--- src/rtl/fr_pkg.sv ---
package fr_pkg;
   localparam int FR_CHAR_W  = 10;
   localparam int FR_COMMA_W = 7;

   typedef enum logic [1:0] {
      PAT_POS  = 2'b00,
      PAT_ANY  = 2'b01,
      PAT_FULL = 2'b10,
      PAT_FALT = 2'b11
   } pat_sel_e;
endpackage

--- src/rtl/fr_match.sv ---
module fr_match
   import fr_pkg::*;
#(
   parameter int CHAR_W        = FR_CHAR_W,
   parameter int COMMA_W       = FR_COMMA_W,
   parameter logic [COMMA_W-1:0] POS_COMMA = 7'b0011111,
   parameter logic [CHAR_W-1:0]  POS_CHAR  = 10'b0011111010,
   parameter bit FULL_CHAR_EN  = 1'b1
) (
   input  logic [CHAR_W-1:0] win,
   input  logic [1:0]        pat_sel,
   output logic              hit,
   output logic              pos_c,
   output logic              neg_c
);
   logic full_c;

   // earliest bit sits at the top of the window
   assign pos_c = (win[CHAR_W-1 -: COMMA_W] == POS_COMMA);
   assign neg_c = (win[CHAR_W-1 -: COMMA_W] == ~POS_COMMA);

   generate
      if (FULL_CHAR_EN) begin : g_full
         assign full_c = (win == POS_CHAR) || (win == ~POS_CHAR);
      end else begin : g_nofull
         assign full_c = pos_c || neg_c;
      end
   endgenerate

   always_comb begin
      case (pat_sel_e'(pat_sel))
         PAT_POS: hit = pos_c;
         PAT_ANY: hit = pos_c || neg_c;
         default: hit = full_c;
      endcase
   end
endmodule

--- src/rtl/fr_align.sv ---
module fr_align
   import fr_pkg::*;
#(
   parameter int CHAR_W = FR_CHAR_W
) (
   input  logic              clk,
   input  logic              rst_n,
   input  logic              frame_en,
   input  logic              multi_en,
   input  logic              low_lat,
   input  logic              hit,
   input  logic [CHAR_W-1:0] win_n,
   output logic [CHAR_W-1:0] char_q,
   output logic              char_vld,
   output logic              comma_det,
   output logic              frame_evt,
   output logic              in_sync
);
   localparam int CNT_W = $clog2(CHAR_W);
   localparam logic [CNT_W-1:0] LAST = CNT_W'(CHAR_W - 1);
   localparam logic [CNT_W-1:0] ONE  = CNT_W'(1);

   logic [CNT_W-1:0] cnt_q;   // bits since boundary
   logic [CNT_W-1:0] cph_q;   // bits since candidate, modulo CHAR_W
   logic             cand_q;
   logic at_bnd, off_hit, confirm, move, conflict, deliver;

   always_comb begin
      at_bnd   = (cnt_q == LAST);
      off_hit  = hit && !at_bnd && frame_en;
      confirm  = off_hit && multi_en && cand_q && (cph_q == LAST);
      move     = off_hit && (!multi_en || confirm);
      conflict = off_hit && multi_en && !confirm;
      deliver  = at_bnd || (move && low_lat);
   end

   always_ff @(posedge clk or negedge rst_n) begin
      if (!rst_n) begin
         cnt_q     <= '0;
         cph_q     <= '0;
         cand_q    <= 1'b0;
         char_q    <= '0;
         char_vld  <= 1'b0;
         comma_det <= 1'b0;
         frame_evt <= 1'b0;
         in_sync   <= 1'b0;
      end else begin
         cnt_q <= (at_bnd || move) ? '0 : cnt_q + ONE;
         cph_q <= (conflict || cph_q == LAST) ? '0 : cph_q + ONE;
         if (!frame_en || !multi_en)  cand_q <= 1'b0;
         else if (conflict)           cand_q <= 1'b1;
         else if (move)               cand_q <= 1'b0;
         else if (hit && at_bnd)      cand_q <= 1'b0;
         char_vld  <= deliver;
         if (deliver) char_q <= win_n;
         comma_det <= deliver && hit;
         frame_evt <= move;
         if (move || (hit && at_bnd && frame_en)) in_sync <= 1'b1;
         else if (conflict)                      in_sync <= 1'b0;
      end
   end

   AST_CNT_RANGE: assert property (@(posedge clk) disable iff (!rst_n)
      cnt_q <= LAST);
   AST_VLD_ON_WRAP: assert property (@(posedge clk) disable iff (!rst_n)
      char_vld |-> cnt_q == '0);
   AST_CD_NEEDS_VLD: assert property (@(posedge clk) disable iff (!rst_n)
      comma_det |-> char_vld);
   AST_EVT_GATED: assert property (@(posedge clk) disable iff (!rst_n)
      frame_evt |-> $past(frame_en));
   AST_EVT_SYNCS: assert property (@(posedge clk) disable iff (!rst_n)
      frame_evt |-> in_sync);
   AST_SYNC_DROP: assert property (@(posedge clk) disable iff (!rst_n)
      $fell(in_sync) |-> $past(multi_en) && $past(frame_en));
   AST_CAND_MULTI: assert property (@(posedge clk) disable iff (!rst_n)
      cand_q |-> $past(multi_en));
endmodule

--- src/rtl/fr_comma_framer.sv ---
module fr_comma_framer
   import fr_pkg::*;
#(
   parameter int CHAR_W       = FR_CHAR_W,
   parameter int COMMA_W      = FR_COMMA_W,
   parameter bit FULL_CHAR_EN = 1'b1
) (
   input  logic              clk,
   input  logic              rst_n,
   input  logic              bit_in,
   input  logic [1:0]        pat_sel,
   input  logic              multi_en,
   input  logic              low_lat,
   input  logic              frame_en,
   output logic [CHAR_W-1:0] char_out,
   output logic              char_vld,
   output logic              comma_det,
   output logic              frame_evt,
   output logic              in_sync
);
   generate
      if (COMMA_W >= CHAR_W) begin : g_bad_comma
         $error("comma width must be below character width");
      end
      if (CHAR_W < 4) begin : g_bad_char
         $error("character width too small");
      end
   endgenerate

   logic [CHAR_W-1:0] win_q, win_n;
   logic hit, pos_c, neg_c;

   assign win_n = {win_q[CHAR_W-2:0], bit_in};

   always_ff @(posedge clk or negedge rst_n) begin
      if (!rst_n) win_q <= '0;
      else        win_q <= win_n;
   end

   fr_match #(
      .CHAR_W(CHAR_W), .COMMA_W(COMMA_W), .FULL_CHAR_EN(FULL_CHAR_EN)
   ) u_match (
      .win(win_n), .pat_sel(pat_sel), .hit(hit), .pos_c(pos_c), .neg_c(neg_c)
   );

   fr_align #(.CHAR_W(CHAR_W)) u_align (
      .clk(clk), .rst_n(rst_n), .frame_en(frame_en), .multi_en(multi_en),
      .low_lat(low_lat), .hit(hit), .win_n(win_n), .char_q(char_out),
      .char_vld(char_vld), .comma_det(comma_det), .frame_evt(frame_evt),
      .in_sync(in_sync)
   );

   AST_POLARITY: assert property (@(posedge clk) disable iff (!rst_n)
      $onehot0({pos_c, neg_c}));
   AST_POS_ONLY: assert property (@(posedge clk) disable iff (!rst_n)
      (pat_sel == PAT_POS && hit) |-> pos_c);
   AST_FULL_NEEDS_COMMA: assert property (@(posedge clk) disable iff (!rst_n)
      (pat_sel[1] && hit) |-> (pos_c || neg_c));
endmodule

--- config.mk ---
export PLATFORM = sky130hd
export DESIGN_NAME = fr_comma_framer
export DESIGN_NICKNAME = d
export VERILOG_FILES = /design/src/rtl/fr_pkg.sv /design/src/rtl/fr_match.sv /design/src/rtl/fr_align.sv /design/src/rtl/fr_comma_framer.sv
export SDC_FILE = /design/constraint.sdc
export NUM_CORES = 1
export LEC_CHECK = 0
export BUFFER_PORTS_ARGS = -buffer_cell sky130_fd_sc_hd__buf_2
export CORE_MARGIN = 1.5
export CORE_UTILIZATION = 51
export CTS_CLUSTER_DIAMETER = 40
export CTS_CLUSTER_SIZE = 16
export DETAILED_ROUTE_END_ITERATION = 6
export PLACE_DENSITY = 0.71
export SYNTH_ARGS = -nofsm -noshare
export SYNTH_HDL_FRONTEND = slang
export SYNTH_SLANG_ARGS = --single-unit
--- constraint.sdc ---
create_clock -name clk -period 2.2 [get_ports clk]
set_input_delay 0.33 -clock clk [delete_from_list [all_inputs] [get_ports clk]]
set_output_delay 0.33 -clock clk [all_outputs]
set_load 0.05 [all_outputs]
Word-level counts from Yosys, hierarchy flattened
Index checks and enable logic that the tools add are counted.

storage, ports and cells
  register bits after elaboration = 32
  latch bits = 0
  RAM bits = 0
  bits in read-only memories = 0
  bits of input ports = 8
  output and inout bits = 14
  word-level logic and storage cells = 53
  memories kept = 0

operators by class
  $add $sub $neg = 2
  $mul = 0
  divide/modulo/power cells = 0
  magnitude comparators = 0
  equal/unequal tests = 7
  shift operators = 0
  muxes and demuxes = 9
  bitwise gates (word level) = 0
  reductions and logical operators = 26

operators by type and width
  operator                number
  $logic_and A1 B1 Y1     11
  $eq A10 B10 Y1 const B  1
  $eq A10 B8 Y1 const B   1
  $add A4 B1 Y4 const B   2
  $eq A4 B4 Y1 const B    2
  $logic_or A1 B1 Y1      8
  $mux W4                 2
  $eq A7 B5 Y1 const B    1
  $eq A7 B7 Y1 const B    1
  $mux W1                 6
  $logic_not A1 Y1        4
  $reduce_bool A4 Y1      1
  $eq A2 B1 Y1 const B    1
  $logic_not A2 Y1        1
  $pmux W1 S2             1
  $reduce_bool A2 Y1      1

Longest topological paths before layout
  depth in word-level cells = 13
  depth in mapped cells = 7
  mapped depth without buffers = 6

By module
Synthesis repeated with hierarchy kept, for this count alone.

second synthesis, totals
  cells, all modules = 98
  area total of the unflattened synthesis = 1,358.8 um^2

by module, submodules not included
  module           times used  cells each  area each (um^2)  sequential area each (um^2)
  fr_align         1           76          1,027.2           575.6
  fr_comma_framer  1           9           225.2             225.2
  fr_match         1           13          106.4             0.0

Least setup slack after synthesis
Ideal clock, no wire load.

  path kind = register -> register
  start = reg win_q[4]
  end = reg u_align.cph_q[3]
  setup time = 134 ps
  arrival time = 1,647 ps
  required time = 2,066 ps
  slack = 419 ps
  cell stages (with the launch flop) = 5
  path buffers = 0
  period minus slack after synthesis = 1,781 ps
  path through = dfrtp_1 or3_1 a2111o_1 a211oi_2 nor3_1

between the ends
  longest elaborated chain between the ends = 12
  elaborated cells on any way between the ends = 16
  classes of those cells = eq/ne: 4; mux: 2; reduce/logical: 10

RTL lines
  what                                   RTL line                        text
  start, declared                        fr_comma_framer.sv:30           logic [CHAR_W-1:0] win_q, win_n;
  start signal, assigned                 fr_comma_framer.sv:37           else win_q <= win_n;
  $eq A10 B8 Y1 (tied with other cells)  fr_match.sv:24                  assign full_c = (win == POS_CHAR) || (win == ~POS_CHAR);
  $logic_or A1 B1 Y1 (on tied branches)  fr_match.sv:24, fr_match.sv:33
  $pmux W1 S2 *                          fr_match.sv:31                  case (pat_sel_e'(pat_sel))
  $logic_and A1 B1 Y1 * (2 in series)    fr_align.sv:30                  off_hit = hit && !at_bnd && frame_en;
  $logic_and A1 B1 Y1 *                  fr_align.sv:31, fr_align.sv:33
  $logic_and A1 B1 Y1 (2 in series)      fr_align.sv:31                  confirm = off_hit && multi_en && cand_q && (cph_q == LAST);
  $logic_not A1 Y1                       fr_align.sv:33                  conflict = off_hit && multi_en && !confirm;
  $logic_and A1 B1 Y1 *                  fr_align.sv:33
  $logic_or A1 B1 Y1 *                   fr_align.sv:49                  cph_q <= (conflict || cph_q == LAST) ? '0 : cph_q + ONE;
  $mux W4 *                              fr_align.sv:49
  end signal, assigned                   fr_align.sv:49
  end, declared                          fr_align.sv:24                  logic [CNT_W-1:0] cph_q;

Mark *: on every way between the ends. The rest lies on a longest branch, timed or not.
A chain may end at the register's enable or synchronous reset.

Worst setup path after layout
  start = reg win_q[4]
  end = reg u_align.cph_q[1]

The elaborated chain is that of the path after synthesis.

==> impl_metrics.py <==
metrics = {
    "grt": {
        "overflow": 0,
        "grt_start_max_net_pins": 33,
        "grt_pass1_wl_mm": 4.93,
        "grtUsageTotal_pct": 20.6,
        "grt_pass1_vias": 1136,
        "antenna_found_initial": 0,
    },
    "yosys": {
        "syn_avg_cell_area_sq_um": 11.3,
        "yosys-top-cells-area": "dfrtp_1, a2bb2oi_1, o311ai_0",
        "syn_inst": 129,
        "synth-edff-count": 0,
        "synth_common_cells": "dfrtp_1, inv_1, nand2_1, nor3_1, nand3_1",
        "synthArstFlopShare_pct": 100,
        "synth.distinct_cells": 33,
        "yosysSeqAreaShare_pct": 54.9,
        "synth_top_area_cell": "dfrtp_1",
        "synth_flop_cell": "dfrtp_1",
        "yosysMostFrequentCell": "dfrtp_1",
        "synth_nets": 141,
        "yosysTopAreaCellShare_pct": 54.9,
        "yosys_warnings": 0,
        "netlist_area_sq_um": 1460,
        "ys_seq_elements": 32,
    },
    "critical_path": {
        "cp_max_fo": 5,
        "cp-start-kind": "flip-flop",
        "cpPeakStageDelay_ns": 0.48,
        "crit_chain": "or3_1 -> a2111o_1 -> a211oi_2 -> nor3_1",
        "setup.worst_path.end_class": "flip-flop",
        "worstPathArrival_ns": 2.20,
        "crit_slowest_cell": "a2111o_1",
        "cp.required_ns": 2.41,
        "criticalPathCategory": "flip-flop to flip-flop",
    },
    "power_and_ir_drop": {
        "power_w": 0.00185,
        "p_leak_nw": 0.778,
        "power_density_nw_per_um2": 1100,
        "irDropWorstVdd_mv": 0.977,
    },
    "sta": {
        "period_needed_ns": 2.00,
        "fin_tns_setup_ns": 0,
        "rsz0062_at_grt": "no",
        "setup_viol": 0,
        "slew-limit-headroom_pct": 52.8,
        "fmax_mhz": 501,
        "setup_ws_ns": 0.204,
        "tightest_slew_ns": 0.708,
        "maxSlewViolCount": 0,
        "hold_viol": 0,
        "finalClockSkew_ns": 0.0145,
        "fin_crit_sh_pct": 90.7,
    },
    "floorplan": {
        "fp.dieH_um": 56.5,
        "initial_core_util_pct": 53.4,
        "core_area_sq_um": 2730,
        "design.die.area_sq_um": 3190,
        "ios": 22,
        "std_cell_rows": 19,
        "fp.dieW_um": 56.5,
    },
    "placed_design": {
        "place_congestion": 0.835,
        "dp_hpwl_mm": 1.94,
        "post-place-cells": 180,
        "port-buffer-count": 21,
        "dpl-instance-area_sq_um": 1610,
        "place_ws_ns": 0.257,
    },
    "layout": {
        "fin_area_sq_um": 1680,
        "diodes": 0,
        "drive_gt1_share_pct": 22.9,
        "num-nets-final": 168,
        "area_growth_pct": 15.4,
        "stdcell_count": 188,
    },
    "clocking": {
        "cts_tree": "done",
        "cts_resized": 0,
        "clk_pin_slew_ns": 0.11,
        "cts-root-buf": "clkbuf_4",
        "post_cts_buffers": 0,
        "clock-sinks": 32,
        "htreeDepth": 2,
        "cts_made_buffers": 5,
        "insertion_delay_ns": 0.35,
        "holdBufCountCts": 0,
        "clockBufferDepth": 2,
    },
    "routing": {
        "remaining_drc_errors": 0,
        "post_drt_wl_per_cell_um": 15.1,
        "drtPass1Iterations": 2,
        "viasPerCell": 5.83,
        "antenna_left": 0,
        "drt-initial-drc-count": 45,
        "vias": 1096,
        "wl_mm": 2.83,
    },
    "run_status": {
        "status": "complete, no violations",
    },
    "run": {
        "maxCapViolCount": 0,
    },
    "worst_hold_path": {
        "hold_class": "input pin to asynchronous set/reset pin",
    },
}
## final cells by class
type                       instances  area (sq um)
tap                               31          38.8
multi-input combinational         80           588
inverter                          12          45.0
timing repair buffer              25           135
clock buffer                       6          41.3
sequential                        32           801
fill                             248          1050
clock inverter                     2          35.0
## layer usage
layer / global-route usage (%) / part of all wire, % / up-vias
li1: - / - / 531
met1: 24.5 / 47 / 540
met2: 31.9 / 47 / 17
met3: 5.30 / 3.3 / 8
met4: 15.3 / 3.2 / 0
met5: 0 / 0 / -
## where the power goes
group / switching (W) / internal (W)
combinational: 0.000388 / 0.000200
clock: 0.000203 / 0.000238
sequential: 0.0000962 / 0.000722
## path summary, 6_finish.rpt
kind | start | endpoint | slack [ns] | cells past startpoint
setup / recovery | win_q[4] | u_align.cph_q[1] | 0.20 | 4
hold / removal | rst_n | u_align.char_q[1] | 0.02 | 1
hold reg to reg | win_q[5] | win_q[6] | 0.44 | 0
max in group asynchronous | rst_n | u_align.cnt_q[3] | 1.71 | 1
setup reg to reg | win_q[4] | u_align.cph_q[1] | 0.20 | 4
min in group clk | bit_in | win_q[0] | 0.14 | 1
## registers in the layout (all words and copies together) (netlist names)
signal             flops
u_align.char_q        10
win_q                  9
u_align.cnt_q          4
u_align.cph_q          4
u_align.cand_q         1
u_align.char_vld       1
u_align.comma_det      1
u_align.frame_evt      1
u_align.in_sync        1
## layout by cell type (no fill, tap or decap), types with 2 or more instances in the layout
cell and n:
o32ai_1 4, a2bb2oi_1 6, xor2_1 2, clkbuf_4 5
a21oi_1 5, o211ai_1 3, buf_2 21, nor3_1 8
nand3_1 7, o311ai_0 6, ha_1 4, xnor2_1 2
nand2_1 10, nand3b_1 2, buf_4 4, o21ai_0 2
inv_1 12, nor2_1 4, a211oi_2 2, dfrtp_1 32
## cells by family after synthesis
group	synth area share (%)
and+or+nand+nor	13.8
DFF	54.9
xor gates and xnor gates	2.40
muxes	0.686
adders and majority gates	3.43
AOI/OAI and AO/OA	20.0
buffers and inverters	4.80
## worst max-delay path: cells and delay by family (launching register included)
family             cells  cell delay (ns)
DFF                    1             0.42
and+or+nand+nor        2             0.51
AOI/OAI and AO/OA      2             0.92
## metrics by stage
stage | utilization (%) | hold WS (ns)
2_1_floorplan | - | 0.0344
3_3_place_gp | 58.8 | 0.393
3_5_place_dp | 58.8 | 0.406
4_1_cts | 61.6 | 0.0323
5_1_grt | 61.6 | 0.0661
6_report | 61.6 | 0.0239
Note: power is estimated with default switching activity, not from simulation.
